### config.mk
export PLATFORM = sky130hd
export DESIGN_NAME = ctl3w_port
export DESIGN_NICKNAME = d
export VERILOG_FILES = /design/src/rtl/ctl3w_pkg.sv /design/src/rtl/ctl3w_sync.sv /design/src/rtl/ctl3w_frame.sv /design/src/rtl/ctl3w_regbank.sv /design/src/rtl/ctl3w_port.sv
export SDC_FILE = /design/constraint.sdc
export NUM_CORES = 1
export LEC_CHECK = 0
export ABC_AREA = 1
export BUFFER_PORTS_ARGS = -buffer_cell sky130_fd_sc_hd__buf_2
export CAP_MARGIN = 20
export CORE_ASPECT_RATIO = 0.7
export CORE_MARGIN = 2
export CORE_UTILIZATION = 25
export DETAILED_ROUTE_END_ITERATION = 7
export GPL_TIMING_DRIVEN = 0
export PLACE_DENSITY = 0.46
export SYNTH_ARGS = -nofsm -noshare
export SYNTH_HDL_FRONTEND = slang
export SYNTH_SLANG_ARGS = --single-unit
### constraint.sdc
create_clock -name clk -period 6.98 [get_ports clk]
set_clock_uncertainty 0.2 [all_clocks]
set_input_delay 1.396 -clock clk [delete_from_list [all_inputs] [get_ports clk]]
set_output_delay 1.396 -clock clk [all_outputs]
set_load 0.005 [all_outputs]
### src/rtl/ctl3w_pkg.sv
package ctl3w_pkg;
  localparam int ADDR_W   = 7;
  localparam int DATA_W   = 8;
  localparam int NUM_REGS = 23;

  // operating-mode field location and its power-down code
  localparam int          MODE_REG = 1;
  localparam int          MODE_LSB = 1;
  localparam logic [1:0]  MODE_PWRDN = 2'b00;

  function automatic logic [DATA_W-1:0] cfg_default(input int idx);
    logic [DATA_W-1:0] v;
    v = '0;
    if (idx == MODE_REG) v[MODE_LSB +: 2] = MODE_PWRDN;
    return v;
  endfunction
endpackage

### src/rtl/ctl3w_sync.sv
module ctl3w_sync (
  input  logic clk,
  input  logic rst_an,
  input  logic sclk,
  input  logic cs_n,
  input  logic sdi,
  output logic rst_ns,
  output logic sel,
  output logic din,
  output logic rise,
  output logic fall
);
  logic [1:0] rst_q;
  logic [2:0] sck_q;
  logic [1:0] cs_q;
  logic [1:0] dat_q;

  // reset: asserted asynchronously, released on the clock
  always_ff @(posedge clk or negedge rst_an) begin
    if (!rst_an) rst_q <= 2'b00;
    else         rst_q <= {rst_q[0], 1'b1};
  end
  assign rst_ns = rst_q[1];

  always_ff @(posedge clk or negedge rst_ns) begin
    if (!rst_ns) begin
      sck_q <= 3'b000;
      cs_q  <= 2'b11;
      dat_q <= 2'b00;
    end else begin
      sck_q <= {sck_q[1:0], sclk};
      cs_q  <= {cs_q[0], cs_n};
      dat_q <= {dat_q[0], sdi};
    end
  end

  assign sel  = ~cs_q[1];
  assign din  = dat_q[1];
  assign rise = sck_q[1] & ~sck_q[2];
  assign fall = ~sck_q[1] & sck_q[2];
endmodule

### src/rtl/ctl3w_frame.sv
module ctl3w_frame #(
  parameter int AW = 7,
  parameter int DW = 8,
  localparam int FLEN = AW + 1 + DW,
  localparam int CW   = $clog2(FLEN + 1)
) (
  input  logic          clk,
  input  logic          rst_n,
  input  logic          sel,
  input  logic          rise,
  input  logic          fall,
  input  logic          din,
  input  logic [DW-1:0] rd_data,
  output logic [AW-1:0] addr,
  output logic          rd_mode,
  output logic [CW-1:0] cnt,
  output logic          wr_stb,
  output logic [AW-1:0] wr_addr,
  output logic [DW-1:0] wr_data,
  output logic          sdo,
  output logic          sdo_en
);
  localparam logic [CW-1:0] C_RW   = CW'(AW);
  localparam logic [CW-1:0] C_D0   = CW'(AW + 1);
  localparam logic [CW-1:0] C_LAST = CW'(FLEN - 1);
  localparam logic [CW-1:0] C_END  = CW'(FLEN);

  logic [CW-1:0] cnt_q, cnt_d;
  logic [AW-1:0] addr_q, addr_d;
  logic          rw_q, rw_d;
  logic [DW-1:0] in_q, in_d;
  logic [DW-1:0] out_q, out_d;
  logic          oe_q, oe_d;
  logic          stb_q, stb_d;
  logic [AW-1:0] wa_q, wa_d;
  logic [DW-1:0] wd_q, wd_d;

  always_comb begin
    cnt_d  = cnt_q;
    addr_d = addr_q;
    rw_d   = rw_q;
    in_d   = in_q;
    out_d  = out_q;
    oe_d   = oe_q;
    stb_d  = 1'b0;
    wa_d   = wa_q;
    wd_d   = wd_q;
    if (!sel) begin
      cnt_d = '0;
      rw_d  = 1'b0;
      oe_d  = 1'b0;
    end else begin
      if (rise && (cnt_q < C_END)) begin
        cnt_d = cnt_q + 1'b1;
        if (cnt_q < C_RW) begin
          addr_d = {addr_q[AW-2:0], din};
        end else if (cnt_q == C_RW) begin
          rw_d = din;
          if (din) out_d = rd_data;
        end else begin
          in_d = {in_q[DW-2:0], din};
          if ((cnt_q == C_LAST) && !rw_q) begin
            stb_d = 1'b1;
            wa_d  = addr_q;
            wd_d  = {in_q[DW-2:0], din};
          end
        end
      end
      if (fall) begin
        oe_d = rw_q && (cnt_q >= C_D0) && (cnt_q < C_END);
        if (rw_q && (cnt_q > C_D0) && (cnt_q < C_END))
          out_d = {out_q[DW-2:0], 1'b0};
      end
    end
  end

  always_ff @(posedge clk or negedge rst_n) begin
    if (!rst_n) begin
      cnt_q  <= '0;
      addr_q <= '0;
      rw_q   <= 1'b0;
      in_q   <= '0;
      out_q  <= '0;
      oe_q   <= 1'b0;
      stb_q  <= 1'b0;
      wa_q   <= '0;
      wd_q   <= '0;
    end else begin
      cnt_q  <= cnt_d;
      addr_q <= addr_d;
      rw_q   <= rw_d;
      in_q   <= in_d;
      out_q  <= out_d;
      oe_q   <= oe_d;
      stb_q  <= stb_d;
      wa_q   <= wa_d;
      wd_q   <= wd_d;
    end
  end

  assign addr    = addr_q;
  assign rd_mode = rw_q;
  assign cnt     = cnt_q;
  assign wr_stb  = stb_q;
  assign wr_addr = wa_q;
  assign wr_data = wd_q;
  assign sdo     = out_q[DW-1];
  assign sdo_en  = oe_q & sel;
endmodule

### src/rtl/ctl3w_regbank.sv
module ctl3w_regbank #(
  parameter int AW   = 7,
  parameter int DW   = 8,
  parameter int NREG = 23,
  localparam int NWR = NREG - 1
) (
  input  logic              clk,
  input  logic              rst_n,
  input  logic              wr_stb,
  input  logic [AW-1:0]     wr_addr,
  input  logic [DW-1:0]     wr_data,
  input  logic [AW-1:0]     rd_addr,
  input  logic [DW-1:0]     status_in,
  output logic [DW-1:0]     rd_data,
  output logic [NWR*DW-1:0] cfg
);
  logic [DW-1:0] q [NWR];

  for (genvar i = 0; i < NWR; i++) begin : g_reg
    logic en;
    assign en = wr_stb && (wr_addr == AW'(i));
    always_ff @(posedge clk or negedge rst_n) begin
      if (!rst_n)  q[i] <= ctl3w_pkg::cfg_default(i);
      else if (en) q[i] <= wr_data;
    end
    assign cfg[i*DW +: DW] = q[i];
  end

  always_comb begin
    rd_data = '0;
    for (int i = 0; i < NWR; i++)
      if (rd_addr == AW'(i)) rd_data = q[i];
    if (rd_addr == AW'(NWR)) rd_data = status_in;
  end
endmodule

### src/rtl/ctl3w_port.sv
module ctl3w_port #(
  parameter int AW   = ctl3w_pkg::ADDR_W,
  parameter int DW   = ctl3w_pkg::DATA_W,
  parameter int NREG = ctl3w_pkg::NUM_REGS,
  localparam int NWR  = NREG - 1,
  localparam int FLEN = AW + 1 + DW,
  localparam int CW   = $clog2(FLEN + 1)
) (
  input  logic              clk,
  input  logic              rst_n,
  input  logic              sclk,
  input  logic              cs_n,
  input  logic              sdi,
  output logic              sdo,
  output logic              sdo_en,
  input  logic [DW-1:0]     status_in,
  output logic [NWR*DW-1:0] cfg_regs
);
  logic          rst_ns, sel_s, din_s, rise_s, fall_s;
  logic [AW-1:0] rd_addr, wr_addr;
  logic [DW-1:0] rd_data, wr_data;
  logic          rd_mode, wr_stb;
  logic [CW-1:0] bit_cnt;

  ctl3w_sync u_sync (
    .clk(clk), .rst_an(rst_n), .sclk(sclk), .cs_n(cs_n), .sdi(sdi),
    .rst_ns(rst_ns), .sel(sel_s), .din(din_s), .rise(rise_s), .fall(fall_s)
  );

  ctl3w_frame #(.AW(AW), .DW(DW)) u_frame (
    .clk(clk), .rst_n(rst_ns), .sel(sel_s), .rise(rise_s), .fall(fall_s),
    .din(din_s), .rd_data(rd_data), .addr(rd_addr), .rd_mode(rd_mode),
    .cnt(bit_cnt), .wr_stb(wr_stb), .wr_addr(wr_addr), .wr_data(wr_data),
    .sdo(sdo), .sdo_en(sdo_en)
  );

  ctl3w_regbank #(.AW(AW), .DW(DW), .NREG(NREG)) u_bank (
    .clk(clk), .rst_n(rst_ns), .wr_stb(wr_stb), .wr_addr(wr_addr),
    .wr_data(wr_data), .rd_addr(rd_addr), .status_in(status_in),
    .rd_data(rd_data), .cfg(cfg_regs)
  );
endmodule

== After elaboration in Yosys (flattened, before gate mapping) ==
Cells that the tools add are included.

* Flip-flop bits (word level): 230
* Bits of input ports: 13
* Output and inout port bits: 178
* Logic and storage cells: 174

* Add/subtract/negate cells: 1
* Magnitude comparators: 4
* Equality and inequality tests: 46
* Muxes and demuxes: 42
* Bitwise logic cells: 8
* Reductions and logical operators: 38

{| class="wikitable"
|+ Operators with widths
! cell !! count
|-
| 2-to-1 mux 8 bit || 29
|-
| equality test 7 x 4 -> 1 bit, second input constant || 16
|-
| equality test 7 x 5 -> 1 bit, second input constant || 13
|-
| equality test 7 x 3 -> 1 bit, second input constant || 8
|-
| equality test 7 x 2 -> 1 bit, second input constant || 4
|-
| logical AND 1 bit || 28
|-
| equality test 7 x 1 -> 1 bit, second input constant || 2
|-
| zero test 7 bit || 2
|-
| 2-to-1 mux 1 bit || 11
|-
| 2-to-1 mux 5 bit || 2
|-
| AND reduction 3 bit || 2
|-
| nonzero test 2 bit || 3
|-
| adder 5 x 1 -> 5 bit, second input constant || 1
|-
| equality test 5 x 3 -> 1 bit, second input constant || 1
|-
| equality test 5 x 4 -> 1 bit, second input constant || 1
|-
| greater-or-equal comparator 5 x 4 -> 1 bit, second input constant || 1
|-
| > comparator 5 x 4 -> 1 bit, second input constant || 1
|-
| < comparator 5 x 3 -> 1 bit, second input constant || 1
|-
| < comparator 5 bit, second input constant || 1
|-
| NOT 1 bit || 5
|-
| AND reduction 5 bit || 1
|-
| AND reduction 4 bit || 1
|-
| AND 1 bit || 3
|-
| != test 2 bit, second input constant || 1
|-
| zero test 1 bit || 1
|}

== Longest topological paths before layout ==
* Depth after elaboration: 30
* Gate-level depth with buffers: 23
* Gate-level depth less buffers: 23

== By module ==
From an unflattened synthesis, not the netlist that was laid out.

* Cells, all modules: 1,287
* Area total of the unflattened synthesis: 10,385.0 um2

{| class="wikitable"
|+ By module, submodules not included
! module !! instances !! cells each !! area each (um2) !! sequential area each (um2)
|-
| ctl3w_regbank || 1 || 1,023 || 8,029.0 || 4,404.2
|-
| ctl3w_frame || 1 || 249 || 2,105.8 || 1,126.1
|-
| ctl3w_sync || 1 || 15 || 250.2 || 227.7
|}

== Worst setup path before layout ==
OpenSTA, ideal clock, no wires.

* Path type: register to output
* From: reg u_sync.cs_q[1]
* To: out sdo_en
* Arrival: 780 ps
* Data required time: 5,384 ps
* Path slack: 4,604 ps
* Stages on the path, launching flop included: 3
* Buffers on the path: 1
* Cells stage by stage: dfstp_2 clkbuf_1 nor2_1

* Longest elaborated chain between the ends: 2

{| class="wikitable"
|+ RTL lines
! item !! RTL line !! text
|-
| start, declared || ctl3w_sync.sv:15 || <nowiki>logic [1:0] cs_q;</nowiki>
|-
| start signal, assigned || ctl3w_sync.sv:32 || <nowiki>cs_q <= {cs_q[0], cs_n};</nowiki>
|-
| NOT 1 bit (no source line) || - ||
|-
| AND 1 bit || ctl3w_frame.sv:108 || <nowiki>assign sdo_en = oe_q & sel;</nowiki>
|-
| end, declared || ctl3w_port.sv:15 || <nowiki>output logic sdo_en,</nowiki>
|}

Every way passes these cells.

== Worst setup path after layout ==
* From: reg u_frame.addr_q[1] (netlist: u_frame.addr[1])
* To: reg u_frame.out_q[2]

* Longest elaborated chain between the ends: 30
* Elaborated cells between the ends (all ways): 52
* Those cells by class: eq/ne (22); mux (29); reduce/logical (1)

{| class="wikitable"
|+ RTL lines
! item !! RTL line !! text
|-
| start, declared || ctl3w_frame.sv:29 || <nowiki>logic [AW-1:0] addr_q, addr_d;</nowiki>
|-
| start signal, assigned || ctl3w_frame.sv:90 || <nowiki>addr_q <= addr_d;</nowiki>
|-
| zero test 7 bit || ctl3w_regbank.sv:32 || <nowiki>if (rd_addr == AW'(i)) rd_data = q[i];</nowiki>
|-
| 2-to-1 mux 8 bit (22 in a row) || ctl3w_regbank.sv:32 ||
|-
| 2-to-1 mux 8 bit * || ctl3w_regbank.sv:33 || <nowiki>if (rd_addr == AW'(NWR)) rd_data = status_in;</nowiki>
|-
| 2-to-1 mux 8 bit * || ctl3w_frame.sv:59 || <nowiki>if (din) out_d = rd_data;</nowiki>
|-
| 2-to-1 mux 8 bit * || ctl3w_frame.sv:57 || <nowiki>end else if (cnt_q == C_RW) begin</nowiki>
|-
| 2-to-1 mux 8 bit * || ctl3w_frame.sv:55 || <nowiki>if (cnt_q < C_RW) begin</nowiki>
|-
| 2-to-1 mux 8 bit * || ctl3w_frame.sv:53 || <nowiki>if (rise && (cnt_q < C_END)) begin</nowiki>
|-
| 2-to-1 mux 8 bit || ctl3w_frame.sv:71 || <nowiki>if (rw_q && (cnt_q > C_D0) && (cnt_q < C_END))</nowiki>
|-
| 2-to-1 mux 8 bit * || ctl3w_frame.sv:69 || <nowiki>if (fall) begin</nowiki>
|-
| end signal, assigned || ctl3w_frame.sv:93 || <nowiki>out_q <= out_d;</nowiki>
|-
| end, declared || ctl3w_frame.sv:32 || <nowiki>logic [DW-1:0] out_q, out_d;</nowiki>
|}

Every way passes the cells marked *; elsewhere a longest branch is shown, timed or not.
A chain may end at the register's enable or synchronous reset.

==> impl_metrics.yaml <==
routing:
  wl_per_cell_um: 18.9
  drtIter0Drc: 782
  routed-via-count: 9427
  vias_per_cell: 4.55
  drt_pass1_iterations: 5
  remaining_drc_errors: 0
  ant_nets: 0
  wl_mm: 39.3
synth:
  syn_area_um2: 10300
  async_reset_ff_share_pct: 100
  synth_warnings: 0
  ys_types: 28
  ys_ff_latch: 230
  avgSynthCellArea_um2: 8.00
  syn-instance-count: 1287
  yosysSeqAreaShare_pct: 56.0
  synth_edf_count: 0
  ys_top_cells_by_area: "dfrtp_1 (55%), nand2_1 (18%), o21ai_0 (10%)"
  netlist.area_leader.share_pct: 55.4
  synthFlopType: "dfrtp_1"
  synthesis.nets: 1303
  yosysTopAreaCell: "dfrtp_1"
global_routing:
  grtUsageMet2_pct: 26.0
  grt_pass1_wl_mm: 58.9
  grt-ovfl-total: 0
  met3_usage_pct: 4.63
  use_met1_pct: 28.0
  grt_busiest_layer: "met1"
  grt.total_usage_pct: 18.3
  grt_start_max_net_pins: 67
  grt_pass1_vias: 9163
  antenna_found_initial: 0
cts:
  cts-root-buf: "clkbuf_16"
  postCtsSetupBuffers: 0
  path_clk_slew_ns: 0.06
  cts_inserted_buffers: 26
  cts_resized: 0
  ctsHoldBuffers: 0
  clock_path_buffers: 3
  clkSinkCount: 230
  worstSkewPairLatency_ns: 0.54
  htreeDepth: 1
  cts_tree: "yes"
timing:
  setup_viol: 0
  finalHoldViolCount: 0
  tightest_slew_ns: 1.03
  rsz0062_at_grt: "false"
  relSlewSlack_pct: 31.1
  setup_ws_ns: 3.43
  finalMaxSlewViolations: 0
  setup_tns_ns: 0
  fmaxAchievable_mhz: 281
  timing.final.crit_period_ns: 3.55
  hold_ws_ns: 0.0379
  period_share_pct: 50.9
worst_setup_path:
  slowest_stage: "dfrtp_1"
  endpoint_kind: "flop"
  cp-start-kind: "flop"
  cp_cell_sequence: "inv_2 > nor2_4 > nand2_1 > inv_1 > nand2_1 > nor2_1 > nor2_1 > nand4_1 > nor2_1 > nand4_1 > nor2_1 > nand4_1 > nor2_1 > nand4_1 > nor2_1 > nand4_1 > nand2_1 > nand2_1 > nand2_1 > nand2_1"
  arrival_ns: 3.79
  path_class: "reg2reg"
  path_max_fanout: 7
  max_stage_delay_ns: 0.46
  cp.required_ns: 7.22
placed_design:
  port_buffers: 190
  place_area_um2: 12000
  hpwl_mm: 30.4
  gp_congestion: 0.880
  pre_cts_ws_ns: 3.39
die:
  ios: 191
  design.die.area_um2: 42800
  start_util_pct: 25.2
  die_w_um: 246
  coreArea_um2: 40800
  die_y_um: 174
  rows: 62
finish:
  diodes: 0
  final_area_um2: 12900
  finalNetCount: 1525
  finalCoreUtilization_pct: 31.5
  final_common_cell: "nand2_1"
  area_growth_pct: 25.1
  final_cell_mix: "nand2_1 (484), dfrtp_1 (227), o21ai_0 (211)"
  drive_gt1_share_pct: 17.6
power_and_ir_drop:
  vdd_drop_max_mv: 0.156
  p_per_area_nw_per_um2: 230
  leakage_nw: 6.27
run_status:
  status: "finished clean"
flow_run:
  maxCapViolCount: 0
worst_hold_path:
  hp-class: "reg2async"
==> cells in the mapped netlist, drive strengths merged (3+ instances only) <==
master / n
o21ai: 211
ha: 3
nand2: 484
nor2: 101
or2: 12
nand3: 19
nor3: 11
dfrtp: 228
a21oi: 20
nor3b: 3
inv: 100
nand4: 39
buf: 5
clkbuf: 44
==> power by group <==
group          internal (mW)  switching [mW]
Sequential              1.35          0.0211
Combinational         0.0562           0.177
Clock                  0.778           0.585
Total                   2.18           0.783
==> worst max-delay path, delay by kind of cell, from the launching register on <==
family	cells	cell delay [ns]
and+or+nand+nor	18	2.59
DFF	1	0.46
buffers and inverters	2	0.19
==> cell families (layout without fill, tap and decap cells) <==
family	Yosys count	after routing	share of synthesized area (%)
buffers and inverters	151	393	5.65
AND/OR/NAND/NOR	670	670	26.7
adder cells (fa/ha/maj)	3	3	0.365
AO/OA/AOI/OAI	232	232	11.3
other	1	1	0.0364
flip-flops	230	230	56.0
==> worst paths after layout <==
kind,start,cells after the start,endpoint,slack [ns]
max,u_frame.addr[1],20,u_frame.out_q[2],3.43
min,u_sync.rst_q[1],0,u_bank.cfg[106],0.04
max reg2reg,u_frame.addr[1],20,u_frame.out_q[2],3.43
min reg2reg,u_sync.rst_q[1],0,u_bank.cfg[106],0.04
max in group asynchronous,u_sync.rst_q[1],3,u_bank.cfg[19],5.26
min in group clk,u_sync.rst_q[0],0,u_sync.rst_q[1],0.15
==> flip-flops by register name, indices dropped and copies added (netlist names) <==
register and flops:
u_bank.cfg 176, u_frame.addr 7, u_frame.cnt 5, u_frame.in_q 7, u_frame.oe_q 1, u_frame.out_q 8
u_frame.rd_mode 1, u_frame.wr_addr 7, u_frame.wr_data 8, u_frame.wr_stb 1, u_sync.cs_q 2, u_sync.dat_q 2
u_sync.rst_q 2, u_sync.sck_q 3
==> per-stage QoR <==
stage                     instances  power, mW
final                          2073       2.97
after global routing           2073       3.08
after CTS                      2073       3.00
after detailed placement       2025       1.63
after global placement         2021       1.62
after floorplan                1287       1.54
==> cell type report <==
class / count / area, um^2
flip-flops and latches: 230 / 5760
well taps: 544 / 681
repair buffers: 194 / 1060
fillers: 4506 / 27900
clock inverters: 12 / 95.1
plain buffers: 49 / 199
clock buffers: 36 / 739
inverters: 102 / 383
multi-input cells: 906 / 3950
==> per-layer routing <==
metal	routed length [um]	share of wire [%]	vias up
li1	-	-	4572
met1	19500	50	4551
met2	16200	41	263
met3	3000	7.6	41
met4	615	1.6	0
met5	0	0	-
Note: power is estimated with default switching activity, not from simulation.
